==> src/rtl/evc_pkg.sv <==
package evc_pkg;
  typedef enum logic [1:0] {
    SRC_NONE = 2'd0,
    SRC_A    = 2'd1,
    SRC_B    = 2'd2,
    SRC_WC   = 2'd3
  } evc_src_e;
endpackage

==> src/rtl/evc_debounce.sv <==
module evc_debounce #(
  parameter int DEBOUNCE_CYCLES = 36250
) (
  input  logic clk,
  input  logic rst_n,
  input  logic raw_n,
  output logic filt_n,
  output logic fall,
  output logic rise
);
  localparam int CW = (DEBOUNCE_CYCLES < 2) ? 1 : $clog2(DEBOUNCE_CYCLES + 1);
  localparam logic [CW-1:0] LAST = CW'(DEBOUNCE_CYCLES - 1);

  logic          sync1_q, sync2_q, filt_q;
  logic [CW-1:0] cnt_q, cnt_d;
  logic          filt_d, flip;

  // the filtered level flips after DEBOUNCE_CYCLES differing samples in a row
  assign flip = (sync2_q != filt_q) && (cnt_q == LAST);

  always_comb begin
    cnt_d  = cnt_q;
    filt_d = filt_q;
    if (sync2_q == filt_q) begin
      cnt_d = '0;
    end else if (flip) begin
      cnt_d  = '0;
      filt_d = sync2_q;
    end else begin
      cnt_d = cnt_q + CW'(1);
    end
  end

  always_ff @(posedge clk or negedge rst_n) begin
    if (!rst_n) begin
      sync1_q <= 1'b1;
      sync2_q <= 1'b1;
      filt_q  <= 1'b1;
      cnt_q   <= '0;
    end else begin
      sync1_q <= raw_n;
      sync2_q <= sync1_q;
      filt_q  <= filt_d;
      cnt_q   <= cnt_d;
    end
  end

  assign filt_n = filt_q;
  assign fall   = flip &  filt_q;
  assign rise   = flip & ~filt_q;
endmodule

==> src/rtl/evc_qual.sv <==
module evc_qual (
  input  logic clk,
  input  logic rst_n,
  input  logic a_fall,
  input  logic b_rise,
  output logic a_count,
  output logic armed
);
  logic arm_q, arm_d;

  assign a_count = a_fall & arm_q;

  always_comb begin
    arm_d = arm_q | b_rise;
    if (a_count) arm_d = b_rise;
  end

  always_ff @(posedge clk or negedge rst_n) begin
    if (!rst_n) arm_q <= 1'b0;
    else        arm_q <= arm_d;
  end

  assign armed = arm_q;
endmodule

==> src/rtl/evc_counter.sv <==
module evc_counter #(
  parameter int COUNT_W = 32
) (
  input  logic               clk,
  input  logic               rst_n,
  input  logic               inc,
  output logic [COUNT_W-1:0] value
);
  logic [COUNT_W-1:0] cnt_q, cnt_d;

  always_comb begin
    cnt_d = cnt_q;
    if (inc) cnt_d = cnt_q + COUNT_W'(1);
  end

  always_ff @(posedge clk or negedge rst_n) begin
    if (!rst_n) cnt_q <= '0;
    else        cnt_q <= cnt_d;
  end

  assign value = cnt_q;
endmodule

==> src/rtl/evc_top.sv <==
module evc_top #(
  parameter int COUNT_W         = 32,
  parameter int PAGE_W          = 4,
  parameter int DEBOUNCE_CYCLES = 36250,
  parameter int NUM_WC          = 2,
  parameter int WC_BASE         = 12,
  parameter int A_PAGE          = 14,
  parameter int B_PAGE          = 15
) (
  input  logic               clk,
  input  logic               rst_n,
  input  logic               trig_a_n,
  input  logic               trig_b_n,
  input  logic               wr_stb,
  input  logic [PAGE_W-1:0]  wr_page,
  input  logic [PAGE_W-1:0]  rd_page,
  output logic [COUNT_W-1:0] rd_count
);
  import evc_pkg::*;

  localparam int IDX_W = (NUM_WC > 1) ? $clog2(NUM_WC) : 1;

  logic a_filt, a_fall, a_rise;
  logic b_filt, b_fall, b_rise;
  logic a_count, armed;
  logic [COUNT_W-1:0] cnt_a, cnt_b;
  logic [NUM_WC-1:0][COUNT_W-1:0] wc_cnt;

  evc_debounce #(.DEBOUNCE_CYCLES(DEBOUNCE_CYCLES)) deb_a_i (
    .clk(clk), .rst_n(rst_n), .raw_n(trig_a_n),
    .filt_n(a_filt), .fall(a_fall), .rise(a_rise));

  evc_debounce #(.DEBOUNCE_CYCLES(DEBOUNCE_CYCLES)) deb_b_i (
    .clk(clk), .rst_n(rst_n), .raw_n(trig_b_n),
    .filt_n(b_filt), .fall(b_fall), .rise(b_rise));

  evc_qual qual_i (
    .clk(clk), .rst_n(rst_n), .a_fall(a_fall), .b_rise(b_rise),
    .a_count(a_count), .armed(armed));

  evc_counter #(.COUNT_W(COUNT_W)) cnt_a_i (
    .clk(clk), .rst_n(rst_n), .inc(a_count), .value(cnt_a));

  evc_counter #(.COUNT_W(COUNT_W)) cnt_b_i (
    .clk(clk), .rst_n(rst_n), .inc(b_fall), .value(cnt_b));

  for (genvar g = 0; g < NUM_WC; g++) begin : g_wc
    logic hit;
    assign hit = wr_stb && (wr_page == PAGE_W'(WC_BASE + g));
    evc_counter #(.COUNT_W(COUNT_W)) cnt_wc_i (
      .clk(clk), .rst_n(rst_n), .inc(hit), .value(wc_cnt[g]));
  end

  // read decode
  evc_src_e         src;
  logic [IDX_W-1:0] wc_idx;

  always_comb begin
    src    = SRC_NONE;
    wc_idx = '0;
    if (rd_page == PAGE_W'(A_PAGE)) begin
      src = SRC_A;
    end else if (rd_page == PAGE_W'(B_PAGE)) begin
      src = SRC_B;
    end else begin
      for (int i = 0; i < NUM_WC; i++) begin
        if (rd_page == PAGE_W'(WC_BASE + i)) begin
          src    = SRC_WC;
          wc_idx = IDX_W'(i);
        end
      end
    end
  end

  always_comb begin
    unique case (src)
      SRC_A:   rd_count = cnt_a;
      SRC_B:   rd_count = cnt_b;
      SRC_WC:  rd_count = wc_cnt[wc_idx];
      default: rd_count = '1;
    endcase
  end
endmodule

==> config.mk <==
export PLATFORM = sky130hd
export DESIGN_NAME = evc_top
export DESIGN_NICKNAME = d
export VERILOG_FILES = /design/src/rtl/evc_pkg.sv /design/src/rtl/evc_debounce.sv /design/src/rtl/evc_qual.sv /design/src/rtl/evc_counter.sv /design/src/rtl/evc_top.sv
export SDC_FILE = /design/constraint.sdc
export NUM_CORES = 1
export LEC_CHECK = 0
export BUFFER_PORTS_ARGS = -buffer_cell sky130_fd_sc_hd__buf_2
export CORE_MARGIN = 2
export CORE_UTILIZATION = 62
export CTS_CLUSTER_SIZE = 16
export DETAILED_ROUTE_END_ITERATION = 7
export PLACE_DENSITY_LB_ADDON = 0.25
export SKIP_CTS_REPAIR_TIMING = 1
export SYNTH_ARGS = -nofsm -noshare
export SYNTH_HDL_FRONTEND = slang
export SYNTH_HIERARCHICAL = 1
export SYNTH_SLANG_ARGS = --single-unit
==> constraint.sdc <==
create_clock -name clk -period 3.49 [get_ports clk]
set_input_delay 0.5235 -clock clk [delete_from_list [all_inputs] [get_ports clk]]
set_output_delay 0.5235 -clock clk [all_outputs]
set_load 0.02 [all_outputs]
==> impl_metrics.yaml, run 1 <==
outcome:
  status: "complete, no violations"
floorplan:
  die_w_um: 124
  pin_count: 45
  fp.dieArea_sq_mm: 0.0153
  die_h_um: 124
  initial_core_util_pct: 63.8
  core_sq_mm: 0.0139
  rows: 43
clocking:
  clock-root-buffer: "clkbuf_16"
  cts_buffers: 17
  clkSlewWorstSetupHoldPaths_ns: 0.06
  clk_latency_ns: 0.43
  cts_tree: "yes"
  htree_levels: 4
  clk_path_buf_depth: 2
  clock_sinks: 167
placement:
  dp_cells: 1008
  dp_hpwl_um: 14100
  buffer_ports.inserted: 44
  place_ws_ns: 0.731
  place.gp.congestion: 0.914
grt:
  grt_pass1_wl_um: 31900
  grtUsageTotal_pct: 27.6
  grt_overflow: 0
  grt_pass1_vias: 6361
  antenna_found_initial: 0
  grt_max_degree: 84
finish:
  multiInputGateArea_sq_mm: 0.00446
  areaGrowthSynthToFinish_pct: 10.3
  fillers: 1027
  diodes: 0
  drive_gt1_share_pct: 16.3
  final_cell_mix: "dfrtp_1 (161), xnor2_1 (102), mux2i_1 (64)"
  stdcell_count: 1040
  nNetsFinal: 868
  regArea_sq_mm: 0.00419
  final_common_cell: "dfrtp_1"
sta:
  tns_ns: 0
  slew_viol_final: 0
  fin_crit_ns: 2.82
  skew_ns: 0.00658
  fmax_mhz: 354
  worstMarginPinSlew_ns: 0.933
  hold_violations: 0
  period_share_pct: 80.9
  rsz0062_at_grt: "false"
  max_slew_margin_pct: 37.2
  setup_ws_ns: 0.666
  setup_viol: 0
critical_path:
  r2r_slack_ns: 0.67
  required_ns: 3.84
  r2r_end: "cnt_a_i/value[19]$_DFFE_PN0P_"
  crit_chain: "inv_1 -> ha_1 -> nor4bb_1 -> nand4_1 -> nor2_1 -> and2_1 -> and2_2 -> nand4_4 -> or4_4 -> nor3b_1 -> xor2_1"
  reg2regPathDepth: 11
  r2r-start: "deb_a_i/cnt_q[1]$_DFF_PN0_"
  cp-end-kind: "flop"
  cp.buffers_inverters: 1
  arrival_ns: 3.17
  worst-setup-path-type: "flop to flop"
  crit_fanout: 6
  worst_path_largest_cell_delay_ns: 0.56
  cpLargestDelayFamily: "simple AND/OR/NAND/NOR gates"
  startpoint_type: "flop"
  cpMaxStageDelayCell: "or4_4"
power_and_ir_drop:
  power_density_mw_per_mm2: 419
  p_leak_nw: 4.38
  vdd_drop_max_mv: 0.384
drt:
  vias: 6358
  routed_via_density: 6.11
  wl_um: 19700
  avgRoutedWirePerCell_um: 18.9
  ant_nets: 0
  first_iter_violations: 422
  drc_errors: 0
  dr.pass1.iters: 5
min_path:
  hold_class: "primary input to async pin"
logic_synthesis:
  yosys_warnings: 6
  netlist_area_sq_mm: 0.00889
  syn_nets: 812
  avgSynthCellArea_sq_um: 11.2
  syn_inst: 791
run:
  drv_cap: 0
[final cells by class]
class	instances	area share, %
clock inverters	6	0.816
repair buffers	56	3.38
multi-input cells	590	45.5
flip-flops and latches	167	42.7
clock buffers	26	4.78
inverters	15	0.574
well taps	180	2.30
[power by group]
part	switching, mW	total [mW]	internal [mW]
clock network	0.727	1.79	1.07
logic	0.172	0.274	0.102
registers	0.0666	2.04	1.98
total	0.965	4.11	3.15
[worst max-delay path by stage]
stage	from	to	slack [ns]	cells after the start
final	deb_a_i/cnt_q[1]$_DFF_PN0_	cnt_a_i/value[19]$_DFFE_PN0P_	0.67	11
after global routing	deb_a_i/cnt_q[1]$_DFF_PN0_	cnt_a_i/value[28]$_DFFE_PN0P_	0.44	11
after CTS	deb_a_i/cnt_q[1]$_DFF_PN0_	cnt_a_i/value[19]$_DFFE_PN0P_	0.67	11
after detailed placement	deb_b_i/cnt_q[1]$_DFF_PN0_	cnt_b_i/value[19]$_DFFE_PN0P_	0.73	10
after global placement	deb_b_i/cnt_q[1]$_DFF_PN0_	cnt_b_i/value[23]$_DFFE_PN0P_	0.80	10
after floorplan	deb_a_i/cnt_q[1]$_DFF_PN0_	cnt_a_i/value[23]$_DFFE_PN0P_	0.95	11
[routing by layer]
| layer | part of all wire, % | global-route usage, % | vias up |
|---|---|---|---|
| met5 | 0 | 0 | - |
| met4 | 2.1 | 10.8 | 0 |
| met3 | 4.6 | 6.09 | 36 |
| met2 | 50 | 46.3 | 172 |
| met1 | 43 | 35.0 | 3198 |
| li1 | - | - | 2952 |
[worst reg2reg max path: cells and delay by family, from the launching register on]
family	cells	cell delay, ns
flops	1	0.41
buf+inv	1	0.07
simple gates	8	1.93
fa+ha+maj	1	0.13
xor+xnor	1	0.20
[metrics by stage]
stage	cell area [sq um]	total power [mW]	util [%]	hold slack (ns)
6_report	9810	4.11	70.4	0.132
5_1_grt	9810	4.26	70.4	0.181
4_1_cts	9810	4.14	70.4	0.162
3_5_place_dp	9260	2.36	66.4	0.348
3_3_place_gp	9260	2.34	66.4	0.346
2_1_floorplan	8890	2.24	-	0.228
[registers in the layout (all words and copies together) (netlist names)]
register             count
cnt_a_i/value           32
cnt_b_i/value           32
deb_a_i/cnt_q           16
deb_a_i/filt_n           1
deb_a_i/sync1_q          1
deb_a_i/sync2_q          1
deb_b_i/cnt_q           16
deb_b_i/filt_n           1
deb_b_i/sync1_q          1
deb_b_i/sync2_q          1
g_wc.cnt_wc_i/value     64
qual_i/armed             1
(Power assumes the default switching activity.)
==> run 2, diff against run 1 <==
--- a/config.mk
+++ b/config.mk
@@ -5,9 +5,10 @@
 export SDC_FILE = /design/constraint.sdc
 export NUM_CORES = 1
 export LEC_CHECK = 0
+export ABC_AREA = 1
 export BUFFER_PORTS_ARGS = -buffer_cell sky130_fd_sc_hd__buf_2
 export CORE_MARGIN = 2
-export CORE_UTILIZATION = 62
+export CORE_UTILIZATION = 63
 export CTS_CLUSTER_SIZE = 16
 export DETAILED_ROUTE_END_ITERATION = 7
 export PLACE_DENSITY_LB_ADDON = 0.25
==> constraint.sdc (replaced) <==
create_clock -name clk -period 2.95 [get_ports clk]
set_input_delay 0.4425 -clock clk [delete_from_list [all_inputs] [get_ports clk]]
set_output_delay 0.4425 -clock clk [all_outputs]
set_load 0.02 [all_outputs]
==> impl_metrics.yaml, run 2 <==
outcome:
  status: "complete, no violations"
finish:
  drive_gt1_share_pct: 10.4
  final_common_cell: "nand2_1"
  final_cell_mix: "nand2_1 (517), nor2_1 (322), inv_1 (189)"
  design_area_sq_mm: 0.0120
  areaGrowthSynthToFinish_pct: 10.0
  diodes: 0
  postLayoutCoreUtil_pct: 70.0
  stdcell_count: 1895
  regArea_sq_mm: 0.00419
  fillers: 1421
  largest_reg_flops: 64
  nNetsFinal: 1678
  multiInputGateArea_sq_mm: 0.00584
placement:
  dp_hpwl_um: 21800
  place_ws_ns: 0.437
  buffer_ports.inserted: 44
  placed_cell_area_sq_mm: 0.0114
  dp_cells: 1863
  place.gp.congestion: 0.933
floorplan:
  rows: 48
  die_h_um: 135
  die_w_um: 135
  fp.dieArea_sq_mm: 0.0184
  core_sq_mm: 0.0171
  initial_core_util_pct: 63.6
  pin_count: 45
power_and_ir_drop:
  vdd_drop_max_mv: 0.404
  switching_share_pct: 25.0
  pwr-share-clk_pct: 44.6
  seqPwrFrac_pct: 46.7
  p_leak_nw: 5.46
  power.switching_mw: 1.30
  combPwrFrac_pct: 8.7
  power_density_mw_per_mm2: 433
  power_mw: 5.19
  p_int_mw: 3.89
logic_synthesis:
  syn_nets: 1630
  avgSynthCellArea_sq_um: 6.77
  syn_inst: 1609
  netlist_area_sq_mm: 0.0109
  yosys_warnings: 6
sta:
  setup_viol: 0
  fin_crit_ns: 2.56
  fin_hold_ws_ns: 0.0593
  fmax_mhz: 391
  setup_ws_ns: 0.390
  tns_ns: 0
  worstMarginPinSlew_ns: 0.849
  slew_viol_final: 0
  skew_ns: 0.00981
  max_slew_margin_pct: 43.3
  rsz0062_at_grt: "false"
  period_share_pct: 86.8
  hold_violations: 0
run:
  drv_cap: 0
grt:
  grt_pass1_vias: 8940
  grt_pass1_wl_um: 46100
  antenna_found_initial: 0
  grt_max_degree: 77
  grtUsageTotal_pct: 32.3
  grt_overflow: 0
drt:
  routed_via_density: 5.35
  avgRoutedWirePerCell_um: 15.1
  drc_errors: 0
  dr.pass1.iters: 6
  first_iter_violations: 1223
  ant_nets: 0
  vias: 10100
  wl_um: 28700
critical_path:
  worst-setup-path-type: "primary input to output pin"
  crit_fanout: 21
  required_ns: 2.51
  arrival_ns: 2.12
  startpoint_type: "primary input"
  cp-end-kind: "output pin"
min_path:
  hold_class: "primary input to async pin"
clocking:
  clkSlewWorstSetupHoldPaths_ns: 0.06
  clk_latency_ns: 0.43
  clock-root-buffer: "clkbuf_16"
  htree_levels: 4
  cts_buffers: 17
  clock_sinks: 167
  cts_tree: "yes"
  clk_path_buf_depth: 2
[run 2: cell types whose count changed in the layout (fill, tap and decap cells not counted), sizes merged, moves of 6 or more]
| cell | change |
|---|---|
| inv | +182 |
| and4 | -18 |
| nand3 | +96 |
| nand3b | +41 |
| nand4 | -38 |
| nand2 | +483 |
| and3 | -17 |
| a22oi | -32 |
| nor4 | -34 |
| o21bai | +6 |
| mux2i | -64 |
| nor2 | +321 |
| xnor2 | -78 |
| nor3 | -17 |
[run 2: metal layers]
layer / vias to the layer above / global-route usage, % / part of all wire, %
met5: - / 0 / 0
met4: 0 / 8.91 / 2.1
met3: 45 / 5.84 / 7.8
met2: 437 / 49.1 / 45
met1: 4647 / 47.7 / 45
li1: 5009 / - / -
[run 2: cell type report]
class / count / share of cell area (%)
multi-input combinational: 1220 / 48.7
sequential: 167 / 34.9
inverter: 197 / 6.17
clock buffer: 23 / 3.74
timing repair buffer: 54 / 2.83
tap: 225 / 2.35
clock inverter: 9 / 1.26
[run 2: power groups by stage]
stage / Clock (mW) / Combinational, mW / Sequential [mW]
finish: 2.32 / 0.452 / 2.42
global route: 2.45 / 0.504 / 2.43
CTS: 2.35 / 0.453 / 2.42
detailed placement: 0 / 0.449 / 2.46
global placement: 0 / 0.443 / 2.45
floorplan: 0 / 0.276 / 2.44
[run 2: path summary, 6_finish.rpt]
| check | cells past startpoint | slack [ns] | end | startpoint |
|---|---|---|---|---|
| setup / recovery | 8 | 0.39 | rd_count[8] | rd_page[0] |
| hold / removal | 1 | 0.06 | deb_a_i/cnt_q[13]$_DFF_PN0_ | rst_n |
| setup reg to reg | 12 | 0.61 | cnt_a_i/value[17]$_DFFE_PN0P_ | deb_a_i/filt_n$_DFFE_PN1P_ |
| hold reg to reg | 0 | 0.36 | deb_b_i/sync2_q$_DFF_PN1_ | deb_b_i/sync1_q$_DFF_PN1_ |
| max in group asynchronous | 2 | 2.19 | deb_b_i/sync1_q$_DFF_PN1_ | rst_n |
| min in group clk | 1 | 0.10 | deb_a_i/sync1_q$_DFF_PN1_ | trig_a_n |
[run 2: critical path, stage by stage]
cell and delay [ns]:
buf_2 0.23, inv_2 0.08, nor2_4 0.23, nand2_1 0.57
nand2_1 0.20, nand2_1 0.06, nand2_1 0.11, buf_2 0.18
